File: src/rtl/ldst_pkg.sv
package ldst_pkg;
  localparam int XLEN    = 32;
  localparam int REG_W   = 4;
  localparam int LANES   = XLEN / 8;
  localparam int LANE_W  = $clog2(LANES);
  localparam int SHW     = $clog2(XLEN);
  localparam int IMM_W   = 12;
  localparam logic [REG_W-1:0] PC_IDX = '1;

  typedef enum logic [1:0] {SH_LSL, SH_LSR, SH_ASR, SH_ROR} shiftKind_e;

  typedef struct packed {
    logic i;
    logic p;
    logic u;
    logic b;
    logic w;
    logic l;
  } ldMode_t;

  typedef struct packed {
    logic acceptReq;
    logic captureRsp;
  } ctrlStrobe_t;
endpackage

File: src/rtl/ldst_shifter.sv
module ldst_shifter
  import ldst_pkg::*;
(
  input  logic [XLEN-1:0] value,
  input  logic [SHW-1:0]  amount,
  input  shiftKind_e      kind,
  input  logic            carryIn,
  output logic [XLEN-1:0] result
);
  localparam logic [SHW:0] FULL = (SHW+1)'(XLEN);
  logic [SHW:0] backAmt;
  logic         isZero;

  assign backAmt = FULL - {1'b0, amount};
  assign isZero  = (amount == '0);

  always_comb begin
    unique case (kind)
      SH_LSL: result = value << amount;
      SH_LSR: result = isZero ? '0 : (value >> amount);
      SH_ASR: result = isZero ? {XLEN{value[XLEN-1]}} : XLEN'($signed(value) >>> amount);
      default: result = isZero ? {carryIn, value[XLEN-1:1]}
                               : ((value >> amount) | (value << backAmt));
    endcase
  end
endmodule

File: src/rtl/ldst_ctrl.sv
module ldst_ctrl
  import ldst_pkg::*;
(
  input  logic        clk,
  input  logic        rstN,
  input  logic        start,
  input  logic        memReady,
  output ctrlStrobe_t strobe,
  output logic        memValid,
  output logic        busy,
  output logic        done
);
  typedef enum logic [1:0] {ST_IDLE, ST_ACCESS, ST_FINISH} ctrlState_e;
  ctrlState_e state, stateNext;

  always_comb begin
    strobe.acceptReq  = (state == ST_IDLE) && start;
    strobe.captureRsp = (state == ST_ACCESS) && memReady;
    stateNext = state;
    unique case (state)
      ST_IDLE:   if (start) stateNext = ST_ACCESS;
      ST_ACCESS: if (memReady) stateNext = ST_FINISH;
      default:   stateNext = ST_IDLE;
    endcase
  end

  always_ff @(posedge clk) begin
    if (!rstN) state <= ST_IDLE;
    else       state <= stateNext;
  end

  assign memValid = (state == ST_ACCESS);
  assign busy     = (state == ST_ACCESS);
  assign done     = (state == ST_FINISH);
endmodule

File: src/rtl/ldst_datapath.sv
module ldst_datapath
  import ldst_pkg::*;
(
  input  logic              clk,
  input  logic              rstN,
  input  ctrlStrobe_t       strobe,
  input  logic [XLEN-1:0]   instr,
  input  ldMode_t           mode,
  input  logic              carryIn,
  input  logic [XLEN-1:0]   pcValue,
  input  logic [XLEN-1:0]   baseRaw,
  input  logic [XLEN-1:0]   offRaw,
  input  logic [XLEN-1:0]   srcRaw,
  input  logic [XLEN-1:0]   memRdata,
  output logic [REG_W-1:0]  rnIdx,
  output logic [REG_W-1:0]  rmIdx,
  output logic [REG_W-1:0]  rdIdx,
  output logic [XLEN-1:0]   memAddr,
  output logic              memWrite,
  output logic [LANES-1:0]  memStrobe,
  output logic [XLEN-1:0]   memWdata,
  output logic              dataWant,
  output logic              baseWant,
  output logic [REG_W-1:0]  dataReg,
  output logic [REG_W-1:0]  baseReg,
  output logic [XLEN-1:0]   dataVal,
  output logic [XLEN-1:0]   baseVal
);
  localparam logic [SHW:0] FULL = (SHW+1)'(XLEN);

  logic [XLEN-1:0]   baseSel, regOff, offset, adjusted, effAddr;
  logic              wantBase;
  logic [LANE_W-1:0] lowQ;
  logic              byteQ;
  logic [SHW:0]      rotAmt;
  logic [XLEN-1:0]   shiftedRd, rotatedRd;

  assign rnIdx = instr[19:16];
  assign rdIdx = instr[15:12];
  assign rmIdx = instr[REG_W-1:0];

  // PC base: stores see a further 4 bytes ahead
  assign baseSel = (rnIdx == PC_IDX) ? (pcValue + (mode.l ? XLEN'(0) : XLEN'(4))) : baseRaw;

  ldst_shifter u_shift (
    .value   (offRaw),
    .amount  (instr[11:7]),
    .kind    (shiftKind_e'(instr[6:5])),
    .carryIn (carryIn),
    .result  (regOff)
  );

  assign offset   = mode.i ? regOff : XLEN'(instr[IMM_W-1:0]);
  assign adjusted = mode.u ? (baseSel + offset) : (baseSel - offset);
  assign effAddr  = mode.p ? adjusted : baseSel;
  assign wantBase = !mode.p || mode.w;

  always_ff @(posedge clk) begin
    if (!rstN) begin
      memAddr   <= '0;
      memWrite  <= 1'b0;
      memStrobe <= '0;
      memWdata  <= '0;
      dataWant  <= 1'b0;
      baseWant  <= 1'b0;
      dataReg   <= '0;
      baseReg   <= '0;
      baseVal   <= '0;
      lowQ      <= '0;
      byteQ     <= 1'b0;
    end else if (strobe.acceptReq) begin
      memAddr   <= mode.b ? effAddr : {effAddr[XLEN-1:LANE_W], {LANE_W{1'b0}}};
      memWrite  <= !mode.l;
      memStrobe <= mode.b ? (LANES'(1) << effAddr[LANE_W-1:0]) : '1;
      memWdata  <= mode.b ? {LANES{srcRaw[7:0]}} : srcRaw;
      baseWant  <= wantBase;
      dataWant  <= mode.l && !(wantBase && (rdIdx == rnIdx));
      dataReg   <= rdIdx;
      baseReg   <= rnIdx;
      baseVal   <= adjusted;
      lowQ      <= effAddr[LANE_W-1:0];
      byteQ     <= mode.b;
    end
  end

  // load alignment: lane pick for bytes, rotation for words
  assign rotAmt    = (SHW+1)'({lowQ, 3'b000});
  assign shiftedRd = memRdata >> rotAmt;
  assign rotatedRd = shiftedRd | (memRdata << (FULL - rotAmt));

  always_ff @(posedge clk) begin
    if (!rstN)                  dataVal <= '0;
    else if (strobe.captureRsp) dataVal <= byteQ ? XLEN'(shiftedRd[7:0]) : rotatedRd;
  end
endmodule

File: src/rtl/ldst_unit.sv
module ldst_unit
  import ldst_pkg::*;
(
  input  logic        clk,
  input  logic        rstN,
  input  logic        start,
  input  logic [31:0] instr,
  input  logic        modeI,
  input  logic        modeP,
  input  logic        modeU,
  input  logic        modeB,
  input  logic        modeW,
  input  logic        modeL,
  input  logic        carryIn,
  input  logic [31:0] pcValue,
  output logic [3:0]  rdIdxBase,
  output logic [3:0]  rdIdxOff,
  output logic [3:0]  rdIdxSrc,
  input  logic [31:0] rdValBase,
  input  logic [31:0] rdValOff,
  input  logic [31:0] rdValSrc,
  output logic        memValid,
  input  logic        memReady,
  output logic [31:0] memAddr,
  output logic        memWrite,
  output logic [3:0]  memStrobe,
  output logic [31:0] memWdata,
  input  logic [31:0] memRdata,
  output logic        busy,
  output logic        done,
  output logic        wbDataEn,
  output logic [3:0]  wbDataReg,
  output logic [31:0] wbDataVal,
  output logic        wbBaseEn,
  output logic [3:0]  wbBaseReg,
  output logic [31:0] wbBaseVal
);
  ctrlStrobe_t ctrlStb;
  ldMode_t     modeBits;
  logic        dataWant, baseWant;

  assign modeBits = '{i: modeI, p: modeP, u: modeU, b: modeB, w: modeW, l: modeL};

  ldst_ctrl u_ctrl (
    .clk      (clk),
    .rstN     (rstN),
    .start    (start),
    .memReady (memReady),
    .strobe   (ctrlStb),
    .memValid (memValid),
    .busy     (busy),
    .done     (done)
  );

  ldst_datapath u_dp (
    .clk       (clk),
    .rstN      (rstN),
    .strobe    (ctrlStb),
    .instr     (instr),
    .mode      (modeBits),
    .carryIn   (carryIn),
    .pcValue   (pcValue),
    .baseRaw   (rdValBase),
    .offRaw    (rdValOff),
    .srcRaw    (rdValSrc),
    .memRdata  (memRdata),
    .rnIdx     (rdIdxBase),
    .rmIdx     (rdIdxOff),
    .rdIdx     (rdIdxSrc),
    .memAddr   (memAddr),
    .memWrite  (memWrite),
    .memStrobe (memStrobe),
    .memWdata  (memWdata),
    .dataWant  (dataWant),
    .baseWant  (baseWant),
    .dataReg   (wbDataReg),
    .baseReg   (wbBaseReg),
    .dataVal   (wbDataVal),
    .baseVal   (wbBaseVal)
  );

  assign wbDataEn = done && dataWant;
  assign wbBaseEn = done && baseWant;
endmodule

File: config.mk
export PLATFORM = sky130hd
export DESIGN_NAME = ldst_unit
export DESIGN_NICKNAME = d
export VERILOG_FILES = /design/src/rtl/ldst_pkg.sv /design/src/rtl/ldst_shifter.sv /design/src/rtl/ldst_ctrl.sv /design/src/rtl/ldst_datapath.sv /design/src/rtl/ldst_unit.sv
export SDC_FILE = /design/constraint.sdc
export NUM_CORES = 1
export LEC_CHECK = 0
export CORE_AREA = 4 4 206 358
export CTS_BUF_LIST = sky130_fd_sc_hd__clkbuf_4
export DETAILED_ROUTE_END_ITERATION = 10
export DIE_AREA = 0 0 210 362
export PLACE_DENSITY = 0.5
export RECOVER_POWER = 50
export SLEW_MARGIN = 25
export SYNTH_ARGS = -nofsm -noshare
export SYNTH_HDL_FRONTEND = slang
export SYNTH_SLANG_ARGS = --single-unit
File: constraint.sdc
create_clock -name clk -period 26.4 [get_ports clk]
set_clock_uncertainty 0.2 [all_clocks]
set_input_delay 3.96 -clock clk [delete_from_list [all_inputs] [get_ports clk]]
set_output_delay 3.96 -clock clk [all_outputs]
set_load 0.05 [all_outputs]
# --- Word level (Yosys, flattened, before mapping) ---
# Cells that the tools add are included.
totals:
  reg_bits: 148
  inputBits: 203
  out_inout_bits: 158
  word_cells: 65
classes:
  add_sub_neg: 5
  n_eq_ne: 8
  shift: 7
  mux: 16
  bitwise_logic: 2
  n_reduce_logical: 14
ops:
  columns: ["operator", "n"]
  rows:
  - ["$mux W32", 9]
  - ["$pmux W32 S3", 1]
  - ["$add A32 B32 Y32", 2]
  - ["$or A32 B32 Y32", 2]
  - ["$shl A32 B6 Y32", 2]
  - ["$shr A32 B5 Y32", 2]
  - ["$shl A32 B5 Y32", 1]
  - ["$sshr A32 B5 Y32", 1]
  - ["$sub A32 B32 Y32", 1]
  - ["$sub A6 B5 Y6 const A", 2]
  - ["$logic_and A1 B1 Y1", 6]
  - ["$mux W2", 3]
  - ["$logic_not A5 Y1", 1]
  - ["$eq A2 B1 Y1 const B", 2]
  - ["$eq A2 B2 Y1 const B", 2]
  - ["$eq A4 B4 Y1", 1]
  - ["$eq A4 B4 Y1 const B", 1]
  - ["$logic_not A2 Y1", 2]
  - ["$mux W4", 1]
  - ["$ne A2 B2 Y1 const B", 2]
  - ["$pmux W2 S2", 1]
  - ["$shl A1 B2 Y4 const A", 1]
  - ["$logic_not A1 Y1", 3]
  - ["$mux W3", 1]
  - ["2 further kinds", 2]

# --- Longest topological paths before layout ---
depth:
  word_depth: 11
  mapped_depth: 36
  mapped_depth_nobuf: 29

# --- Modules after synthesis ---
# A second synthesis with hierarchy kept.
hier_totals:
  hier_cells: 2330
  area_unflattened_um2: 17832.1
modules_own_cells:
  columns: ["mod", "n_inst", "cells_per_inst", "area_per_inst_um2"]
  rows:
  - ["ldst_datapath", 1, 1387, 10486.3]
  - ["ldst_shifter", 1, 929, 7229.4]
  - ["ldst_ctrl", 1, 12, 103.8]
  - ["ldst_unit", 1, 2, 12.5]

# --- Worst setup path after synthesis ---
# No wires, ideal clock.
synth_timing:
  path_kind: "in2reg"
  start: "in instr[8]"
  end: "reg u_dp.memAddr[31]"
  setup_ns: 0.070
  arrival_ns: 10.774
  slack_ns: 15.356
  stages: 32
  n_path_buf: 7
  cell_sequence: "buf_2 > buf_4 > clkinv_1 > buf_1 > buf_2 > buf_1 > ha_1 > xor2_2 > clkbuf_1 > mux2_2 > a221oi_1 > o211ai_1 > a221o_1 > a21oi_1 > and4b_1 > nand4_1 > or2_2 > o21ai_0 > xnor2_1 > ha_1 > and2_1 > clkbuf_1 > nand2_1 > nor2_1 > and3_1 > a22o_1 > nor4_1 > o31a_1 > a21oi_1 > nor4_1 > nand3b_1 > a21oi_1"
synth_between:
  elab_chain_len: 9
  elab_cells_between_ends: 16
synth_lines:
  columns: ["element", "line_no", "source"]
  rows:
  - ["start: declaration", "ldst_unit.sv:7", "input logic [31:0] instr,"]
  - ["$sub A6 B5 Y6", "ldst_shifter.sv:14", "assign backAmt = FULL - {1'b0, amount};"]
  - ["$shl A32 B6 Y32", "ldst_shifter.sv:23", ": ((value >> amount) | (value << backAmt));"]
  - ["$or A32 B32 Y32", "ldst_shifter.sv:23", null]
  - ["$mux W32", "ldst_shifter.sv:22", "default: result = isZero ? {carryIn, value[XLEN-1:1]}"]
  - ["$pmux W32 S3", "ldst_shifter.sv:18", "unique case (kind)"]
  - ["$mux W32 *", "ldst_datapath.sv:53", "assign offset = mode.i ? regOff : XLEN'(instr[IMM_W-1:0]);"]
  - ["$sub A32 B32 Y32 / $add A32 B32 Y32 (equally long branches)", "ldst_datapath.sv:54", "assign adjusted = mode.u ? (baseSel + offset) : (baseSel - offset);"]
  - ["$mux W32 *", "ldst_datapath.sv:54", null]
  - ["$mux W32 *", "ldst_datapath.sv:55", "assign effAddr = mode.p ? adjusted : baseSel;"]
  - ["end signal: assignment", "ldst_datapath.sv:72", "memAddr <= mode.b ? effAddr : {effAddr[XLEN-1:LANE_W], {LANE_W{1'b0}}};"]
  - ["end: declaration", "ldst_datapath.sv:18", "output logic [XLEN-1:0] memAddr,"]
# Mark *: on every way between the ends. The rest lies on a longest branch, timed or not.
# A chain may end at the register's enable or synchronous reset.

# --- Worst setup path after layout ---
# Same ends and word-level chain as after synthesis.

==> out/qor.yml <==
run_status:
  outcome: "finished, violations left"
  violations: "capacitance limit, slew limit"
sta:
  tightestPinTransition_ns: 3.56
  slew_viol_final: 255
  slew_headroom_pct: -137
  fin_crit_ns: 11.49
  max_freq_ghz: 0.0871
  setup_viol: 0
  final_hold_viol_count: 0
  timing.setup.tns_ns: 0
  rsz0062_at_grt: "no"
  finalHoldWorstSlack_ns: 0.257
  timing.final.crit_share_pct: 43.5
power:
  power.density_nw_per_um2: 46.9
  power_switching_uw: 506
  seq_power_share_pct: 25.1
  ir_drop_mv: 0.0247
  leakagePower_nw: 8.28
  p_sw_share_pct: 48.7
  p_total_mw: 1.04
  clock_power_share_pct: 15.0
  internal_power_uw: 533
  p_comb_share_pct: 60.0
finish:
  layout.cells.most_common_list: "nand2_1 (273), clkdlybuf4s50_1 (263), nor2_1 (224)"
  final_cells: 3462
  area_growth_pct: 26.6
  drive_above_1_share_pct: 12.2
  final_common_cell: "nand2_1"
  nets: 2777
  fin_util_pct: 31.3
clock_network:
  cts_sinks: 148
  holdBufCountCts: 0
  clkTransAtPathRegs_ns: 0.13
  clock_latency_ns: 0.65
  cts_root_buffer: "clkbuf_4"
  cts_resized: 0
  cts_made_buffers: 25
  cts_setup_buffers: 0
  htreeDepth: 4
  cts_tree: "yes"
  cts.path.max_buffers: 3
die:
  coreArea_um2: 70700
  ios: 361
  dieArea_um2: 76000
  die_h_um: 362
  fp.dieW_um: 210
  rows: 129
  start_util_pct: 24.8
critical_path:
  start_kind: "primary input"
  critical_path_required_ns: 26.75
  worst-path-max-fanout: 43
  critical_path_buf_inv_count: 5
  worstSetupPathType: "primary input to flip-flop"
  critical-path-top-delay-family: "compound AO/OA/AOI/OAI gates"
  critPathCaptureType: "flip-flop"
  critPathMaxStageDelay_ns: 0.79
  critPathSlowestCell: "o32ai_1"
  crit_top_cell: "a21oi_1"
  cp.arrival_ns: 11.84
placement:
  place_congestion: 1.03
  io_buffers: 348
  hpwl_um: 87300
  dp_cells: 3426
drt:
  final_antenna_net_count: 0
  wl_per_cell_um: 32.3
  wirelength_um: 112000
  vias: 20671
  drc: 0
  drt_iter0_drc: 1972
  via_per_inst: 5.97
  dr.pass1.iters: 7
synthesis:
  syn_area_per_cell_um2: 7.63
  synthDistinctLibCells: 91
  yosysSeqAreaShare_pct: 16.9
  synth-seq-cells: 148
  syn-num-nets: 2535
  ys_warn_count: 0
  async_flop_share_pct: 0
  syn_inst: 2294
  synth_enable_flop_cells: 0
  synth_flop_cell: "dfxtp_1"
  syn-cell-area_um2: 17500
global_route:
  grt.overflow.total: 0
  antenna_found_initial: 2
  grt_util_all_layers_pct: 28.0
  grt_pass1_vias: 20357
  grt_max_degree: 90
  grt_pass1_wl_um: 156000
worst_hold_path:
  hold_path.class: "flip-flop to flip-flop"
job:
  max_cap_viol_count: 4
## state kept, by name, indices dropped and copies added (netlist names), 2 cells and up
register,cells
u_dp.memWdata,32
u_dp.lowQ,2
u_dp.memAddr,32
u_dp.memStrobe,4
u_ctrl.state,2
u_dp.dataVal,32
u_dp.baseVal,32
u_dp.baseReg,4
u_dp.dataReg,4
## synthesized netlist by cell type, drive strengths merged, types with 7 or more instances
cell,n,area [µm²]
nor3,46,235
a21oi,203,1020
a21o,17,128
a211oi,80,606
dfxtp,148,2960
mux2i,142,1420
o21ai,114,571
or3,7,43.8
and2,20,125
a22o,8,70.1
o2111ai,10,87.6
o221ai,16,140
a2bb2oi,8,70.1
nand2b,25,156
or2,10,62.6
o211ai,32,240
o21bai,12,90.1
a32oi,8,70.1
o31ai,11,87.6
mux4,78,1760
o22ai,36,225
nor4,10,62.6
nand3,41,205
a22oi,38,285
a221oi,14,123
xor2,43,384
buf,72,433
ha,37,463
mux2,60,683
nor2,226,851
inv,35,131
nand2,274,1030
xnor2,50,438
and3,11,68.8
clkbuf,157,589
a31oi,15,93.8
nor2b,30,188
o21a,15,113
o32ai,10,87.6
nand4,11,68.8
## layout make-up
| cell class | instances | area [µm²] |
|---|---|---|
| fill | 7598 | 48500 |
| tap | 917 | 1150 |
| multi-input combinational | 1880 | 13400 |
| clock buffer | 27 | 203 |
| sequential | 148 | 2960 |
| timing repair buffer | 444 | 4170 |
| antenna | 3 | 7.51 |
| inverter | 37 | 140 |
| clock inverter | 6 | 80.1 |
## routing by layer
metal | GRT usage, % | part of all wire [%] | vias to the layer above
met2 | 48.7 | 48 | 1265
met4 | 22.3 | 10 | 0
met3 | 4.58 | 6.8 | 347
met1 | 29.7 | 35 | 9958
met5 | 0 | 0 | -
li1 | - | - | 9101
## stage by stage
| step | cell area (µm²) | worst slack [ns] |
|---|---|---|
| 3_5_place_dp | 21900 | 14.30 |
| 4_1_cts | 22200 | 15.02 |
| 2_1_floorplan | 17500 | 15.36 |
| 6_report | 22200 | 14.91 |
| 5_1_grt | 22200 | 14.47 |
| 3_3_place_gp | 21800 | 14.13 |
## final timing paths
| path | start | to | slack (ns) | cells past startpoint |
|---|---|---|---|---|
| worst max-delay path | instr[8] | u_dp.memAddr[31] | 14.91 | 30 |
| worst min-delay path | u_dp.baseReg[1] | u_dp.baseReg[1] | 0.26 | 2 |
| worst max register to register | u_ctrl.state[0] | u_dp.memStrobe[1] | 21.24 | 6 |
| worst min register to register | u_dp.baseReg[1] | u_dp.baseReg[1] | 0.26 | 2 |
## logic make-up (layout without fill, tap and decap cells)
kind of cell    count (synthesis)  count (layout)  share of synthesized area, %
simple gates                  743             743                          19.2
compound gates                726             726                          27.7
mux                           280             280                          22.1
buf+inv                       266             514                          6.63
flops                         148             148                          16.9
xor+xnor                       93              93                          4.70
fa+ha+maj                      38              38                          2.76
other cells                     0               3                             0
## power groups by stage
stage | logic [mW] | clock network, mW | registers (mW)
finish | 0.623 | 0.156 | 0.260
global route | 0.656 | 0.169 | 0.263
CTS | 0.620 | 0.163 | 0.261
detailed placement | 0.617 | 0 | 0.266
global placement | 0.616 | 0 | 0.265
floorplan | 0.309 | 0 | 0.336
## worst reg2reg max path, delay by kind of cell (launching register included)
family,cells,cell delay (ns)
buf+inv,1,1.03
flops,1,0.35
compound gates,1,0.19
simple gates,4,3.16
Note: power is estimated with default switching activity, not from simulation.
